===== src/rtl/sbox_pkg.sv =====
package sbox_pkg;

  localparam int BYTE_W = 8;
  localparam logic [BYTE_W-1:0] REDUCE = 8'h1B;   // x^8 = x^4+x^3+x+1
  localparam logic [BYTE_W-1:0] FWD_ADD = 8'h63;
  localparam logic [BYTE_W-1:0] REV_ADD = 8'h05;

  typedef logic [BYTE_W-1:0] byte_t;

  // strobes from control to datapath
  typedef struct packed {
    logic clear;
    logic load;
    logic inverse;
    logic mask;
  } sboxStrobe_t;

  function automatic byte_t rotl(byte_t a, int n);
    return byte_t'((a << n) | (a >> (BYTE_W - n)));
  endfunction

  function automatic byte_t xtime(byte_t a);
    return a[BYTE_W-1] ? ((a << 1) ^ REDUCE) : (a << 1);
  endfunction

  function automatic byte_t gfMul(byte_t a, byte_t b);
    byte_t acc = '0;
    byte_t sh = a;
    for (int i = 0; i < BYTE_W; i++) begin
      if (b[i]) acc = acc ^ sh;
      sh = xtime(sh);
    end
    return acc;
  endfunction

  function automatic byte_t gfSq(byte_t a);
    return gfMul(a, a);
  endfunction

  // a^254 by an addition chain; 0 maps to 0
  function automatic byte_t gfInv(byte_t a);
    byte_t p3, p7, p15, p31, p63, p127;
    p3   = gfMul(gfSq(a), a);
    p7   = gfMul(gfSq(p3), a);
    p15  = gfMul(gfSq(p7), a);
    p31  = gfMul(gfSq(p15), a);
    p63  = gfMul(gfSq(p31), a);
    p127 = gfMul(gfSq(p63), a);
    return gfSq(p127);
  endfunction

  function automatic byte_t affineFwd(byte_t a);
    return a ^ rotl(a, 1) ^ rotl(a, 2) ^ rotl(a, 3) ^ rotl(a, 4) ^ FWD_ADD;
  endfunction

  function automatic byte_t affineRev(byte_t a);
    return rotl(a, 1) ^ rotl(a, 3) ^ rotl(a, 6) ^ REV_ADD;
  endfunction

endpackage


===== src/rtl/sbox_ctrl.sv =====
module sbox_ctrl
  import sbox_pkg::*;
(
  input  logic        clk,
  input  logic        rst,
  input  logic        en,
  input  logic        mode,
  input  logic        maskEn,
  output sboxStrobe_t stb,
  output logic        outValid
);

  always_comb begin
    stb.clear   = rst;
    stb.load    = en;
    stb.inverse = mode;
    stb.mask    = maskEn;
  end

  always_ff @(posedge clk) begin
    if (rst) outValid <= 1'b0;
    else     outValid <= en;
  end

endmodule


===== src/rtl/sbox_dp.sv =====
module sbox_dp
  import sbox_pkg::*;
(
  input  logic        clk,
  input  sboxStrobe_t stb,
  input  byte_t       din,
  output byte_t       dout
);

  byte_t preInv, invOut, postInv, subOut;

  always_comb begin
    // reverse: affine undo before the shared inverter
    preInv  = stb.inverse ? affineRev(din) : din;
    invOut  = gfInv(preInv);
    // forward: affine after the shared inverter
    postInv = stb.inverse ? invOut : affineFwd(invOut);
    subOut  = postInv ^ {BYTE_W{stb.mask}};
  end

  always_ff @(posedge clk) begin
    if (stb.clear)     dout <= '0;
    else if (stb.load) dout <= subOut;
  end

endmodule


===== src/rtl/sbox_unit.sv =====
module sbox_unit
  import sbox_pkg::*;
(
  input  logic       clk,
  input  logic       rst,
  input  logic       en,
  input  logic       mode,
  input  logic       maskEn,
  input  logic [7:0] din,
  output logic [7:0] dout,
  output logic       outValid
);

  sboxStrobe_t stb;

  sbox_ctrl u_ctrl (
    .clk(clk), .rst(rst), .en(en), .mode(mode), .maskEn(maskEn),
    .stb(stb), .outValid(outValid)
  );

  sbox_dp u_dp (
    .clk(clk), .stb(stb), .din(din), .dout(dout)
  );

endmodule


===== config.mk =====
export PLATFORM = sky130hd
export DESIGN_NAME = sbox_unit
export DESIGN_NICKNAME = d
export VERILOG_FILES = /design/src/rtl/sbox_pkg.sv /design/src/rtl/sbox_ctrl.sv /design/src/rtl/sbox_dp.sv /design/src/rtl/sbox_unit.sv
export SDC_FILE = /design/constraint.sdc
export NUM_CORES = 1
export LEC_CHECK = 0
export BUFFER_PORTS_ARGS = -buffer_cell sky130_fd_sc_hd__buf_2
export CAP_MARGIN = 20
export CORE_ASPECT_RATIO = 1.75
export CORE_UTILIZATION = 50
export CTS_CLUSTER_SIZE = 10
export DETAILED_ROUTE_END_ITERATION = 10
export PLACE_DENSITY = 0.66
export REMOVE_ABC_BUFFERS = 1
export SLEW_MARGIN = 20
export SYNTH_ARGS = -nofsm -noshare
export SYNTH_HDL_FRONTEND = slang
export SYNTH_HIERARCHICAL = 1
export SYNTH_SLANG_ARGS = --single-unit

===== constraint.sdc =====
create_clock -name clk -period 72.8 [get_ports clk]
set_input_delay 7.28 -clock clk [delete_from_list [all_inputs] [get_ports clk]]
set_output_delay 7.28 -clock clk [all_outputs]
set_load 0.005 [all_outputs]

* After elaboration in Yosys (flattened, before gate mapping)
Index checks and enable logic that the tools add are counted.
** Operators by class
- Multiplexer cells :: 197
- Bitwise logic cells :: 198
** Operators with widths (number)
- $mux 8 :: 106
- $xor 8x8->8 :: 98
- $mux 5 :: 91
- $not 4->4 :: 92
- $or 8x1->8 :: 2
- $or 8x3->8 :: 2
- $or 8x2->8 :: 1
- $or 8x4->8 :: 1
- $or 8x6->8 :: 1
- $not 2->2 :: 1
** Storage, ports and cells
- Register bits :: 9
- Bits of input ports :: 13
- Output and inout port bits :: 9
- Logic and storage cells :: 397

* Depth between registers and ports, before layout
- Word-level depth :: 221
- Depth in mapped cells :: 102

* Hierarchy
The synthesis kept the hierarchy.
** By module, submodules not included
- sbox_dp :: instances 1, cells an instance 1918, area each 15349.7 sq um, sequential area each 160.2 sq um
- sbox_ctrl :: instances 1, cells an instance 6, area each 63.8 sq um, sequential area each 20.0 sq um

* Worst setup path after synthesis
Ideal clock, no wire load.
- Path type :: input to register
- Start :: in din[7]
- End :: reg u_dp.dout[2]
- Library setup time :: 0.127 ns
- Arrival time :: 30.158 ns
- Data required time :: 72.673 ns
- Slack :: 42.515 ns
- Stages on the path :: 93
- Path buffers :: 12
- Cell sequence :: buf_4 -> xor3_1 -> a21o_1 -> buf_4 -> inv_2 -> clkbuf_1 -> clkbuf_1 -> clkbuf_1 -> clkbuf_1 -> ha_1 -> clkbuf_1 -> nand3b_1 -> mux2i_1 -> or4_1 -> a21oi_2 -> xnor2_1 -> xnor2_2 -> xnor2_1 -> [... 57 more ...] -> xnor2_1 -> mux2_2 -> xnor3_1 -> nand2_1 -> xor3_1 -> xnor3_1 -> xor2_1 -> inv_1 -> ha_1 -> xnor2_2 -> nand2_1 -> xnor3_1 -> xor2_1 -> xor2_1 -> xor3_1 -> or3_1 -> a31oi_1 -> nor2_1
** On the way
- Longest elaborated chain between the ends :: 208
- Elaborated cells between the ends (all ways) :: 394
** Ends and longest elaborated chain
- from (decl) :: RTL line sbox_unit.sv:9 : input logic [7:0] din,
- $or 8x1->8 :: RTL line sbox_pkg.sv:19 : return byte_t'((a << n) | (a >> (BYTE_W - n)));
- $xor 8x8->8 (2 in a row) :: RTL line sbox_pkg.sv:57 : return rotl(a, 1) ^ rotl(a, 3) ^ rotl(a, 6) ^ REV_ADD;
- $not 2->2 (no source line)
- $mux 8 * :: RTL line sbox_dp.sv:14 : preInv = stb.inverse ? affineRev(din) : din;
- $not 4->4 (no source line) / $mux 8 (equally long branches)
- $mux 5 / $xor 8x8->8 (equally long branches) :: RTL line sbox_pkg.sv:23, sbox_pkg.sv:30
- $xor 8x8->8 / $mux 8 (equally long branches) :: RTL line sbox_pkg.sv:30 : if (b[i]) acc = acc ^ sh;
- $mux 8 / $xor 8x8->8 (equally long branches) :: RTL line sbox_pkg.sv:30
- [... 188 more ...]
- $xor 8x8->8 :: RTL line sbox_pkg.sv:30
- $mux 8 :: RTL line sbox_pkg.sv:30
- $xor 8x8->8 :: RTL line sbox_pkg.sv:30
- $mux 8 * :: RTL line sbox_pkg.sv:30
- $or 8x1->8 :: RTL line sbox_pkg.sv:19
- $xor 8x8->8 (4 in a row) :: RTL line sbox_pkg.sv:53 : return a ^ rotl(a, 1) ^ rotl(a, 2) ^ rotl(a, 3) ^ rotl(a, 4) ^ FWD_ADD;
- $mux 8 * :: RTL line sbox_dp.sv:17 : postInv = stb.inverse ? invOut : affineFwd(invOut);
- $xor 8x8->8 * :: RTL line sbox_dp.sv:18 : subOut = postInv ^ {BYTE_W{stb.mask}};
- to (signal assigned) :: RTL line sbox_dp.sv:23 : else if (stb.load) dout <= subOut;
- to (decl) :: RTL line sbox_dp.sv:7 : output byte_t dout
Every way passes the cells marked *; elsewhere a longest branch is shown, timed or not.
A chain may end at the register's enable or synchronous reset.

* Worst setup path after layout
- Start :: in mode
- End :: reg u_dp.dout[6]
** On the way
- Longest elaborated chain between the ends :: 206
- Elaborated cells between the ends (all ways) :: 389
** Ends and longest elaborated chain
- from (decl) :: RTL line sbox_unit.sv:7 : input logic mode,
- $mux 8 :: RTL line sbox_dp.sv:14
- $not 4->4 (no source line), or another cell as far along
- $mux 5 / $xor 8x8->8 (equally long branches) :: RTL line sbox_pkg.sv:23, sbox_pkg.sv:30
- $xor 8x8->8 / $mux 8 (equally long branches) :: RTL line sbox_pkg.sv:30
- $mux 8 / $xor 8x8->8 (equally long branches) :: RTL line sbox_pkg.sv:30
- $xor 8x8->8 / $mux 8 (equally long branches) :: RTL line sbox_pkg.sv:30
- $mux 8 / $xor 8x8->8 (equally long branches) :: RTL line sbox_pkg.sv:30
- $xor 8x8->8 / $mux 8 (equally long branches) :: RTL line sbox_pkg.sv:30
- [... 188 more ...]
- $xor 8x8->8 / $mux 8 (equally long branches) :: RTL line sbox_pkg.sv:30
- $mux 8 / $xor 8x8->8 (equally long branches) :: RTL line sbox_pkg.sv:30
- $or 8x1->8 / $mux 8 (equally long branches) :: RTL line sbox_pkg.sv:19, sbox_pkg.sv:30
- $xor 8x8->8 / $or 8x2->8 (equally long branches) :: RTL line sbox_pkg.sv:53, sbox_pkg.sv:19
- $xor 8x8->8 (3 in a row) :: RTL line sbox_pkg.sv:53
- $not 4->4 (no source line)
- $mux 8 * :: RTL line sbox_dp.sv:17
- $xor 8x8->8 * :: RTL line sbox_dp.sv:18
Marked as above.

==> metrics.yaml <==
layout:
  final_cell_area_um2: 15700
  stdcell_count: 2227
  final_nets: 1861
  syn2layout_area_growth_pct: 1.88
  n_antenna_cell: 0
  fill_cells: 2861
  drive_gt1_share_pct: 11.4
detailed_routing:
  finalWirelength_um: 47000
  firstDrtPassIters: 5
  drc: 0
  wl_per_cell_um: 21.1
  first_iter_violations: 924
  via_per_inst: 6.18
  vias: 13800
  ant_nets: 0
cts:
  cts_max_level: 1
  cts_tree: "yes"
  holdBufCountCts: 0
  clk_latency_ns: 0.24
  cts.path.max_buffers: 2
  clkTransAtPathRegs_ns: 0.04
  cts_inserted_buffers: 3
  postCtsSetupRepairBufs: 0
  cts_resized: 0
  root_buffer: "clkbuf_16"
  cts_sinks: 9
timing:
  min_period_ns: 33.15
  fin_crit_sh_pct: 45.5
  fin_skew_ns: 0
  setup_viol: 0
  setup_tns_ns: 0
  rsz0062_at_grt: "no"
  fmax_mhz: 30.2
  maxSlewViolCount: 0
  tightest_slew_ns: 1.09
  hold_viol: 0
  relSlewSlack_pct: 26.9
synthesis:
  synth.distinct_cells: 109
  yosys_warnings: 6
  synth_edf_count: 0
  synthCells: 1924
  netlist_area_um2: 15400
  ys_seq_elements: 9
  synth-seq-area-share_pct: 1.17
  synthArstFlopShare_pct: 0
  avgSynthCellArea_um2: 8.01
  ys.flop_type: "dfxtp_1"
placement:
  dpl.hpwl_um: 33700
  placed_cell_area_um2: 15600
  portBuffers: 21
  gp_congestion: 0.924
  dp.cells: 2223
grt:
  grt_use_total_pct: 29.5
  grt_pass1_wl_um: 73400
  grt.overflow.total: 0
  grt_pass1_vias: 13400
  grt_antenna_before_repair: 0
  grt_max_degree: 61
floorplanning:
  dieArea_um2: 31600
  ios: 22
  rows: 84
  die_h_um: 234
  start_util_pct: 51.1
  coreArea_um2: 30200
  die_x_um: 135
outcome:
  status: "completed"
worst_setup_path:
  worstPathRequired_ns: 72.96
  critical_path_class: "input port to flop"
  cpPeakStageDelay_ns: 0.81
  worstPathArrival_ns: 33.31
  end_kind: "flop"
  path_buf_inv: 11
  critPathMostFrequentCell: "xnor2_1"
  crit_family: "XOR/XNOR gates"
  crit_path_start_kind: "input port"
  cpMaxStageDelayCell: "xnor2_1"
  worst-path-max-fanout: 44
flow_run:
  drv_cap: 0
worst_hold_path:
  hold_path_class: "flop to flop"
## logic make-up after synthesis
family / synth area share, %
AO/OA/AOI/OAI: 16.9
XOR/XNOR: 51.7
adder cells (fa/ha/maj): 0.633
buffers and inverters: 4.93
flip-flops: 1.17
multiplexers: 5.31
AND/OR/NAND/NOR: 19.3
## cells in the mapped netlist, drive strengths merged, types with 13 or more instances
| master | instances | area (um^2) |
|---|---|---|
| and2 | 17 | 106 |
| clkbuf | 66 | 251 |
| xnor3 | 94 | 2130 |
| a21oi | 94 | 485 |
| o22ai | 41 | 257 |
| nand2 | 195 | 734 |
| a21o | 13 | 97.6 |
| o21ai | 57 | 293 |
| nor2 | 266 | 1000 |
| o21a | 13 | 97.6 |
| mux2 | 14 | 161 |
| inv | 19 | 71.3 |
| buf | 75 | 433 |
| xnor2 | 386 | 3870 |
| xor2 | 142 | 1500 |
| xor3 | 20 | 477 |
| mux2i | 64 | 657 |
| a211oi | 20 | 165 |
| o211ai | 14 | 105 |
| nand3 | 35 | 185 |
| nor3 | 50 | 265 |
## per-stage QoR
stage / hold slack (ns) / utilization, % / setup slack [ns]
2_1_floorplan: 0.471 / - / 40.16
3_3_place_gp: 0.471 / 51.8 / 40.23
3_5_place_dp: 0.477 / 51.8 / 39.71
4_1_cts: 0.484 / 52.1 / 39.78
5_1_grt: 0.501 / 52.1 / 37.79
6_report: 0.482 / 52.1 / 39.65
## path summary, 6_finish.rpt
| check | start | cells after the start | slack [ns] | to |
|---|---|---|---|---|
| worst max-delay path | mode | 82 | 39.65 | u_dp/dout[6] |
| worst min-delay path | u_dp/dout[1] | 2 | 0.48 | u_dp/dout[1] |
| worst max register to register | u_dp/dout[5] | 2 | 71.78 | u_dp/dout[5] |
| worst min register to register | u_dp/dout[1] | 2 | 0.48 | u_dp/dout[1] |
## sequential cells by signal, indices dropped and copies added (netlist names)
| name | count |
|---|---|
| u_ctrl/outValid | 1 |
| u_dp/dout | 8 |
## worst min-delay path, cell delays in order, from the launching register on
cell      delay, ns
dfxtp_1        0.30
nor2_1         0.08
a211oi_1       0.05
## cell usage in the layout, fill, tap and decap left out, types with 16 or more instances in the layout
| cell type | Yosys | routed |
|---|---|---|
| nor3_1 | 47 | 47 |
| xnor2_2 | 35 | 36 |
| mux2i_1 | 62 | 61 |
| buf_4 | 24 | 32 |
| and2_1 | 16 | 16 |
| xnor2_1 | 339 | 338 |
| nand2_1 | 194 | 194 |
| xor2_1 | 115 | 115 |
| a21oi_1 | 90 | 89 |
| nand3_1 | 33 | 33 |
| xnor3_1 | 86 | 86 |
| xor3_1 | 19 | 19 |
| o21ai_0 | 43 | 43 |
| buf_2 | 37 | 21 |
| xor2_2 | 22 | 22 |
| nor2_1 | 265 | 265 |
| o22ai_1 | 41 | 41 |
| a211oi_1 | 17 | 17 |
## routing by layer
| layer | up-vias | GRT usage, % | part of all wire, % |
|---|---|---|---|
| li1 | 6484 | - | - |
| met1 | 6614 | 32.2 | 37 |
| met2 | 506 | 55.9 | 52 |
| met3 | 165 | 1.86 | 4.6 |
| met4 | 0 | 16.5 | 5.8 |
| met5 | - | 0 | 0 |
## cell type report
type | instances | area [um^2] | area share [%]
Clock buffer | 4 | 78.8 | 0.502
Inverter | 20 | 75.1 | 0.478
Multi-Input combinational cell | 1754 | 14500 | 92.6
Sequential cell | 9 | 180 | 1.15
Tap cell | 387 | 484 | 3.08
Timing Repair Buffer | 53 | 345 | 2.20
Power is not shown: default switching activity piles up to over one toggle a cycle in this logic, so the estimate is an artifact.
